`src/rtl/srx_pkg.sv`:
```
package srx_pkg;

    localparam int PH_W = 5;

    typedef enum logic [2:0] {
        ST_WAIT_HIGH,
        ST_HUNT,
        ST_START,
        ST_DATA,
        ST_PARITY,
        ST_STOP
    } srx_state_e;

    typedef struct packed {
        logic valid;
        logic par_err;
        logic frame_err;
    } srx_flags_t;

    // samples per bit for the selected mode
    function automatic logic [PH_W-1:0] srx_spb(input logic dbl);
        return dbl ? PH_W'(8) : PH_W'(16);
    endfunction

    // middle sample of the three-sample window
    function automatic logic [PH_W-1:0] srx_centre(input logic dbl);
        return dbl ? PH_W'(5) : PH_W'(9);
    endfunction

    function automatic logic srx_maj3(input logic a, input logic b, input logic c);
        return (a & b) | (a & c) | (b & c);
    endfunction

endpackage

```
`src/rtl/srx_sync.sv`:
```
module srx_sync #(
    parameter int STAGES = 2
) (
    input  logic clk,
    input  logic rst,
    input  logic d_async,
    output logic q_sync
);
    logic [STAGES-1:0] chain;

    always_ff @(posedge clk) begin
        if (rst) chain <= '1;
        else     chain <= {chain[STAGES-2:0], d_async};
    end

    assign q_sync = chain[STAGES-1];
endmodule

```
`src/rtl/srx_phase.sv`:
```
module srx_phase
    import srx_pkg::*;
(
    input  logic clk,
    input  logic rst,
    input  logic tick,
    input  logic dbl,
    input  logic restart,
    input  logic run,
    output logic in_win,
    output logic decide
);
    logic [PH_W-1:0] phase;
    logic [PH_W-1:0] nxt;
    logic [PH_W-1:0] per;
    logic [PH_W-1:0] cen;

    always_comb begin
        per    = srx_spb(dbl);
        cen    = srx_centre(dbl);
        nxt    = (phase >= per) ? PH_W'(1) : phase + PH_W'(1);
        in_win = (nxt == cen - PH_W'(1)) || (nxt == cen) || (nxt == cen + PH_W'(1));
        decide = (nxt == cen + PH_W'(1));
    end

    always_ff @(posedge clk) begin
        if (rst)              phase <= PH_W'(1);
        else if (restart)     phase <= PH_W'(1);
        else if (run && tick) phase <= nxt;
    end

    AST_PHASE_RANGE: assert property (@(posedge clk) disable iff (rst)
        run |-> (phase != '0 && phase <= PH_W'(16)));
    AST_PHASE_HOLD: assert property (@(posedge clk) disable iff (rst)
        (run && $past(run) && !$past(tick) && !$past(restart)) |-> $stable(phase));
endmodule

```
`src/rtl/srx_vote.sv`:
```
module srx_vote
    import srx_pkg::*;
(
    input  logic clk,
    input  logic rst,
    input  logic tick,
    input  logic take,
    input  logic rx_s,
    output logic bit_val
);
    logic [1:0] held;

    always_ff @(posedge clk) begin
        if (rst)              held <= '0;
        else if (tick && take) held <= {held[0], rx_s};
    end

    assign bit_val = srx_maj3(held[1], held[0], rx_s);
endmodule

```
`src/rtl/srx_ctrl.sv`:
```
module srx_ctrl
    import srx_pkg::*;
#(
    parameter int DATA_BITS = 8
) (
    input  logic                 clk,
    input  logic                 rst,
    input  logic                 tick,
    input  logic                 rx_s,
    input  logic                 par_en,
    input  logic                 par_odd,
    input  logic                 decide,
    input  logic                 bit_val,
    output logic                 restart,
    output logic                 run,
    output logic [DATA_BITS-1:0] rx_data,
    output srx_flags_t           flags
);
    localparam int IDX_W = $clog2(DATA_BITS);
    localparam logic [IDX_W-1:0] LAST_IDX = IDX_W'(DATA_BITS - 1);

    srx_state_e           state;
    logic [IDX_W-1:0]     idx;
    logic [DATA_BITS-1:0] shreg;
    logic                 acc;
    logic                 par_bad;
    logic                 step;

    assign restart = (state == ST_HUNT) && tick && !rx_s;
    assign run     = (state == ST_START) || (state == ST_DATA) ||
                     (state == ST_PARITY) || (state == ST_STOP);
    assign step    = tick && decide;

    always_ff @(posedge clk) begin
        if (rst) begin
            state   <= ST_WAIT_HIGH;
            idx     <= '0;
            shreg   <= '0;
            acc     <= 1'b0;
            par_bad <= 1'b0;
            rx_data <= '0;
            flags   <= '0;
        end else begin
            flags.valid <= 1'b0;
            case (state)
                ST_WAIT_HIGH: if (tick && rx_s) state <= ST_HUNT;
                ST_HUNT:      if (restart) state <= ST_START;
                ST_START: if (step) begin
                    if (bit_val) begin
                        state <= ST_WAIT_HIGH;
                    end else begin
                        state   <= ST_DATA;
                        idx     <= '0;
                        acc     <= 1'b0;
                        par_bad <= 1'b0;
                    end
                end
                ST_DATA: if (step) begin
                    shreg <= {bit_val, shreg[DATA_BITS-1:1]};
                    acc   <= acc ^ bit_val;
                    idx   <= idx + IDX_W'(1);
                    if (idx == LAST_IDX) state <= par_en ? ST_PARITY : ST_STOP;
                end
                ST_PARITY: if (step) begin
                    par_bad <= acc ^ bit_val ^ par_odd;
                    state   <= ST_STOP;
                end
                ST_STOP: if (step) begin
                    rx_data         <= shreg;
                    flags.valid     <= 1'b1;
                    flags.par_err   <= par_en & par_bad;
                    flags.frame_err <= ~bit_val;
                    state           <= ST_WAIT_HIGH;
                end
                default: state <= ST_WAIT_HIGH;
            endcase
        end
    end

    AST_VALID_PULSE: assert property (@(posedge clk) disable iff (rst)
        flags.valid |=> !flags.valid);
    AST_VALID_ON_TICK: assert property (@(posedge clk) disable iff (rst)
        flags.valid |-> $past(tick));
    AST_STOP_THEN_WAIT: assert property (@(posedge clk) disable iff (rst)
        flags.valid |-> (state == ST_WAIT_HIGH));
    AST_START_ENTRY: assert property (@(posedge clk) disable iff (rst)
        (state == ST_START && $past(state) != ST_START) |->
            $past(state == ST_HUNT && !rx_s && tick));
    AST_NOISE_SILENT: assert property (@(posedge clk) disable iff (rst)
        ($past(state) == ST_START && state == ST_WAIT_HIGH) |-> !flags.valid);
endmodule

```
`src/rtl/serial_rx_recover.sv`:
```
module serial_rx_recover
    import srx_pkg::*;
#(
    parameter int DATA_BITS = 8,
    parameter int SYNC_STAGES = 2
) (
    input  logic                 clk,
    input  logic                 rst,
    input  logic                 samp_tick,
    input  logic                 dbl_speed,
    input  logic                 par_en,
    input  logic                 par_odd,
    input  logic                 rx_line,
    output logic [DATA_BITS-1:0] rx_data,
    output logic                 rx_valid,
    output logic                 par_err,
    output logic                 frame_err
);
    logic       rx_s;
    logic       restart;
    logic       run;
    logic       in_win;
    logic       decide;
    logic       bit_val;
    srx_flags_t flags;

    srx_sync #(.STAGES(SYNC_STAGES)) u_sync (
        .clk     (clk),
        .rst     (rst),
        .d_async (rx_line),
        .q_sync  (rx_s)
    );

    srx_phase u_phase (
        .clk     (clk),
        .rst     (rst),
        .tick    (samp_tick),
        .dbl     (dbl_speed),
        .restart (restart),
        .run     (run),
        .in_win  (in_win),
        .decide  (decide)
    );

    srx_vote u_vote (
        .clk     (clk),
        .rst     (rst),
        .tick    (samp_tick),
        .take    (in_win && !decide && run),
        .rx_s    (rx_s),
        .bit_val (bit_val)
    );

    srx_ctrl #(.DATA_BITS(DATA_BITS)) u_ctrl (
        .clk     (clk),
        .rst     (rst),
        .tick    (samp_tick),
        .rx_s    (rx_s),
        .par_en  (par_en),
        .par_odd (par_odd),
        .decide  (decide),
        .bit_val (bit_val),
        .restart (restart),
        .run     (run),
        .rx_data (rx_data),
        .flags   (flags)
    );

    assign rx_valid  = flags.valid;
    assign par_err   = flags.par_err;
    assign frame_err = flags.frame_err;
endmodule

```
`config.mk`:
```
export PLATFORM = sky130hd
export DESIGN_NAME = serial_rx_recover
export DESIGN_NICKNAME = d
export VERILOG_FILES = /design/src/rtl/srx_pkg.sv /design/src/rtl/srx_sync.sv /design/src/rtl/srx_phase.sv /design/src/rtl/srx_vote.sv /design/src/rtl/srx_ctrl.sv /design/src/rtl/serial_rx_recover.sv
export SDC_FILE = /design/constraint.sdc
export NUM_CORES = 1
export LEC_CHECK = 0
export ABC_AREA = 1
export BUFFER_PORTS_ARGS = -buffer_cell sky130_fd_sc_hd__buf_2
export CAP_MARGIN = 0
export CORE_ASPECT_RATIO = 0.7
export CORE_UTILIZATION = 32
export CTS_BUF_LIST = sky130_fd_sc_hd__clkbuf_16
export CTS_CLUSTER_SIZE = 28
export DETAILED_ROUTE_END_ITERATION = 10
export PLACE_DENSITY_LB_ADDON = 0.2
export SLEW_MARGIN = 20
export SYNTH_ARGS = -nofsm -noshare
export SYNTH_HDL_FRONTEND = slang
export SYNTH_HIERARCHICAL = 1
export SYNTH_SLANG_ARGS = --single-unit
```
`constraint.sdc`:
```
create_clock -name clk -period 6.25 [get_ports clk]
set_input_delay 0.3125 -clock clk [delete_from_list [all_inputs] [get_ports clk]]
set_output_delay 0.3125 -clock clk [all_outputs]
set_load 0.005 [all_outputs]
```
# After elaboration in Yosys (flattened, before gate mapping)

Cells that the tools add are included.

Bits in registers: 36
Input bits: 7
Output and inout port bits: 11
Logic and storage cells: 93

$add $sub $neg: 4
Order comparisons: 1
Equality and inequality tests: 17
Mux-type cells: 24
Bitwise operators: 10
Reduce and logical (&&, ||, !) cells: 25

Operators with widths:

| operator                                               | number |
|---|---|
| two-way mux 3 bit                                      | 11 |
| case mux 3 bit (6 select lines)                        | 1 |
| == test 5 bit                                          | 3 |
| adder 5 x 1 -> 5 bit (second input constant)           | 2 |
| two-way mux 5 bit                                      | 2 |
| inequality test 2 x 1 -> 1 bit (second input constant) | 5 |
| == test 3 bit (second input constant)                  | 3 |
| logical AND 1 bit                                      | 8 |
| AND reduction 4 bit                                    | 2 |
| AND reduction 7 bit                                    | 1 |
| == test 3 x 2 -> 1 bit (second input constant)         | 2 |
| inequality test 2 bit (second input constant)          | 3 |
| case mux 3 bit (2 select lines)                        | 1 |
| >= comparator 5 bit                                    | 1 |
| logical OR 1 bit                                       | 5 |
| two-way mux 1 bit                                      | 5 |
| subtractor 5 x 1 -> 5 bit (second input constant)      | 1 |
| bitwise AND 1 bit                                      | 4 |
| two-way mux 4 bit                                      | 1 |
| case mux 1 bit (2 select lines)                        | 2 |
| AND reduction 2 bit                                    | 2 |
| nonzero test 2 bit                                     | 2 |
| OR reduction 2 bit                                     | 2 |
| adder 3 x 1 -> 3 bit (second input constant)           | 1 |
| 7 further kinds                                        | 11 |

# Depth between registers and ports, before layout

Word-level depth: 9
Mapped depth: 17
Gate-level depth less buffers: 17

# By module

The synthesis kept the hierarchy.

Modules (own cells, without submodules):

| module            | instances | cells an instance | area an instance (sq um) | seq. area each (sq um) |
|---|---|---|---|---|
| srx_ctrl          | 1         | 164               | 1191.1                   | 540.5 |
| srx_phase         | 1         | 69                | 450.4                    | 100.1 |
| srx_vote          | 1         | 17                | 97.6                     | 40.0 |
| srx_sync          | 1         | 7                 | 58.8                     | 40.0 |
| serial_rx_recover | 1         | 2                 | 10.0                     | 0.0 |

# Least setup slack after synthesis

No wires, ideal clock.

Path kind: register to register
From: register u_phase.phase[3]
To: register u_ctrl.state[1]
Arrival time: 2.012 ns
Required time: 6.137 ns
Path slack: 4.125 ns
Stages on the path, launching flop included: 17
Clock period less this slack: 2.125 ns
Cells stage by stage: dfxtp_1 inv_1 ha_1 nand2_1 inv_2 nand2_2 nand2_4 nor2_2 nand2_1 a21oi_1 nand2_1 nand3_1 nand3_1 nor2_2 nand2_1 nand2_1 nor2_1

Cells in the longest elaborated chain, start to end: 6
Elaborated cells between the ends (all ways): 10
Classes of those cells: add/sub: 1; order compare: 1; eq/ne: 5; mux: 1; reduce/logical: 2

RTL lines:

| item                                                        | line                    | RTL |
|---|---|---|
| start: declaration                                          | srx_phase.sv:13         | `logic [PH_W-1:0] phase;` |
| start signal: assignment                                    | srx_phase.sv:29         | `else if (run && tick) phase <= nxt;` |
| adder 5 x 1 -> 5 bit or >= comparator 5 bit (tied branches) | srx_phase.sv:21         | `nxt = (phase >= per) ? PH_W'(1) : phase + PH_W'(1);` |
| two-way mux 5 bit *                                         | srx_phase.sv:21         |  |
| == test 5 bit *                                             | srx_phase.sv:23         | `decide = (nxt == cen + PH_W'(1));` |
| named net decide                                            | serial_rx_recover.sv:23 | `logic decide;` |
| logical AND 1 bit *                                         | srx_ctrl.sv:32          | `assign step = tick && decide;` |
| inequality test 2 x 1 -> 1 bit (no line)                    | n/a                     |  |
| AND reduction 7 bit (no line) *                             | n/a                     |  |
| end signal: assignment                                      | srx_ctrl.sv:62          | `if (idx == LAST_IDX) state <= par_en ? ST_PARITY : ST_STOP;` |
| end: declaration                                            | srx_ctrl.sv:22          | `srx_state_e state;` |

The timed path passes the listed nets; every way through them passes the cells marked *.
A chain may end at the register's enable or synchronous reset.

# Worst setup path in the final report

From: register u_phase.phase[3]
To: register u_ctrl.rx_data[6]

Cells in the longest elaborated chain, start to end: 5
Elaborated cells between the ends (all ways): 6
Classes of those cells: add/sub: 1; order compare: 1; eq/ne: 1; mux: 1; reduce/logical: 2

RTL lines:

| item                                                        | line                    | RTL |
|---|---|---|
| adder 5 x 1 -> 5 bit or >= comparator 5 bit (tied branches) | srx_phase.sv:21         |  |
| two-way mux 5 bit *                                         | srx_phase.sv:21         |  |
| == test 5 bit *                                             | srx_phase.sv:23         |  |
| named net decide                                            | serial_rx_recover.sv:23 |  |
| logical AND 1 bit *                                         | srx_ctrl.sv:32          |  |
| AND reduction 2 bit (no line) *                             | n/a                     |  |
| end signal: assignment                                      | srx_ctrl.sv:69          | `rx_data <= shreg;` |
| end: declaration                                            | srx_ctrl.sv:16          | `output logic [DATA_BITS-1:0] rx_data,` |

Marked as above.

==> impl_metrics.csv <==
group,metric,value,unit
synthesis,synthFlopType,"dfxtp_1",
grt,antenna_found_initial,0,
sta,finClkSkew,4.99,ps
sta,hold_viol,0,
finish,seq_area,721,um2
synthesis,yosysSeqAreaShare,39.9,%
route,wl_per_cell,10.6,um
critical_path,crit_slowest_cell,"dfxtp_1",
sta,fmax,0.398,GHz
grt,grt.total_usage,14.5,%
synthesis,synth_top_cell_by_area,"dfxtp_1",
synthesis,async_reset_ff_share,0,%
clocking,cts_setup_buffers,0,
flow_run,maxCapViolCount,0,
grt,grt_max_degree,22,
route,ant_nets,0,
critical_path,path_class,"flop to flop",
critical_path,r2r_slack,3740,ps
synthesis,yosys.area.top_type_share,39.9,%
critical_path,cpLargestDelayFamily,"simple AND/OR/NAND/NOR gates",
critical_path,critPathLaunchType,"flop",
route,routed_wl,3.70,mm
grt,grt-ovfl-total,0,
synthesis,avgSynthCellArea,6.98,um2
placement,dp_hpwl,2.69,mm
power,p_leak,1.02,nW
clocking,cts_sinks,36,
synthesis,postSynthCellCount,259,
clocking,clock_latency,280,ps
power,ir_drop,99.7,uV
critical_path,cp_common_cell,"nand2_1",
synthesis,syn_area,1810,um2
synthesis,ys_warn_count,6,
finish,final_nets,290,
synthesis,synthMostInstantiatedCell,"nand2_1",
synthesis,synthTopCellsByArea,"dfxtp_1 40%, nand2_1 10%, nor2_1 9.8%",
critical_path,required,6420,ps
critical_path,crit_chain,"inv_1, ha_1, nand2_1, inv_2, nand2_2, nand2_4, nor2_2, nand2_1, a21oi_1, nand2_1, nor2_4, inv_2, nor2_1, nor2_1",
sta,slew-limit-headroom,62.2,%
critical_path,critical_path_buf_inv_count,3,
clocking,path_clk_slew,50,ps
run_status,status,"finished clean",
finish,drive_above_1_share,17.3,%
route,drt_iter0_drc,57,
sta,finalSetupViolCount,0,
finish,fin_cells,350,
placement,io_buffers,17,
sta,grt_setup_unrepaired,"false",
finish,n_antenna_cell,0,
finish,syn_to_final_growth,14.7,%
clocking,clockRootBuffer,"clkbuf_16",
placement,placed_cells,342,
floorplanning,ioPinCount,18,
sta,fin_crit,2510,ps
power,power_density,342,nW/um2
placement,gp_congestion,0.831,
finish,fill_cells,561,
finish,multi_input_area,910,um2
synthesis,synth_fp_nets,272,
clocking,ctsHoldBuffers,0,
placement,place_area,1930,um2
sta,tightest_slew,567,ps
finish,utilization,38.8,%
sta,period_share,40.2,%
synthesis,ys_seq_elements,36,
finish,final_area,2070,um2
synthesis,synthDistinctLibCells,25,
critical_path,critPathMaxFanout,12,
critical_path,worstPathArrival,2680,ps
sta,fin_setup_tns,0,ps
route,drc,0,
clocking,cts_resized,0,
floorplanning,core,5340,um2
floorplanning,die_area,5960,um2
floorplanning,dieHeight,64.9,um
synthesis,synth_edf_count,0,
route,vias,1582,
critical_path,end_kind,"flop",
grt,grt_pass1_vias,1430,
clocking,cts_buffers,5,
grt,grt_first_pass_wirelength,6.69,mm
floorplanning,rows,22,
route,first_pass_iters,4,
route,viasPerCell,4.52,
floorplanning,initial_core_util,33.9,%
clocking,h-tree-depth,2,
critical_path,max_stage_delay,410,ps
min_path,min_path_type,"input port to flop",
power,finalPower,0.000710,W
synthesis,synth_common_cells,"49 x nand2_1, 47 x nor2_1, 36 x dfxtp_1",
clocking,ctsLongestPathBuffers,2,
sta,finalMaxSlewViolations,0,
floorplanning,dieWidth,91.8,um
clocking,tritoncts,"done",
==> power breakdown <==
group | switching [W] | leakage (nW) | internal [W]
Combinational | 0.000128 | 0.665 | 0.0000689
Sequential | 0.0000288 | 0.292 | 0.000248
Clock | 0.0000911 | 0.0687 | 0.000145
==> through the flow <==
step | hold WS [ps] | worst slack (ps)
detailed placement | 396 | 3750
finish | 198 | 3740
global placement | 396 | 3780
floorplan | 382 | 4130
global route | 201 | 3480
CTS | 194 | 3790
==> cell families after synthesis <==
group / count (synthesis) / synth area share [%]
adder cells (fa/ha/maj): 6 / 4.15
AND/OR/NAND/NOR: 131 / 32.9
AO/OA/AOI/OAI: 45 / 12.8
XOR/XNOR: 1 / 0.485
buffers and inverters: 40 / 9.83
flip-flops: 36 / 39.9
==> layout by cell type, fill, tap and decap left out, drive strengths merged <==
cell	netlist	layout
clkinv	1	2
nand4	2	2
o211ai	1	1
buf	4	17
ha	6	6
clkinvlp	0	1
dfxtp	36	36
nor2	56	56
nor4	1	1
clkbuf	2	5
nand3	16	16
inv	33	34
xor2	1	1
o21ai	24	24
nand2	55	55
or2	1	1
a21oi	20	20
==> worst reg2reg max path, delay by kind of cell, from the launching register on <==
kind,cells,cell delay (ps)
adders and majority gates,1,270
DFF,1,410
AOI/OAI and AO/OA,1,250
and+or+nand+nor,9,1200
buffers and inverters,3,280
==> layout make-up <==
type                            instances  area share (%)
Multi-Input combinational cell        183            43.8
Inverter                               34            6.21
Clock inverter                          3           0.724
Tap cell                               72            4.34
Timing Repair Buffer                   17            4.10
Sequential cell                        36            34.7
Clock buffer                            5            6.03
==> flip-flops by register name, indices dropped and copies added, names as in the netlist <==
signal,cells
u_ctrl/flags,3
u_phase/phase,5
u_ctrl/acc,1
u_ctrl/rx_data,8
u_vote/held,2
u_sync/chain,2
u_ctrl/state,3
u_ctrl/par_bad,1
u_ctrl/idx,3
u_ctrl/shreg,8
==> per-layer routing <==
metal  part of all wire (%)  global-route usage [%]  vias to the layer above
met4                   0.57                    4.69                        0
li1                       -                       -                      854
met2                     38                    19.6                       31
met5                      0                       0                        -
met1                     57                    20.9                      693
met3                    4.6                    5.40                        4
==> path summary, 6_finish.rpt <==
path                                        from                end  depth (start not counted)
worst max-delay path            u_phase/phase[3]  u_ctrl/rx_data[6]                         14
worst min-delay path                     rx_line    u_sync/chain[0]                          3
worst max register to register  u_phase/phase[3]  u_ctrl/rx_data[6]                         14
worst min register to register   u_sync/chain[0]    u_sync/chain[1]                          2
Power figures use the tool's default switching activity.
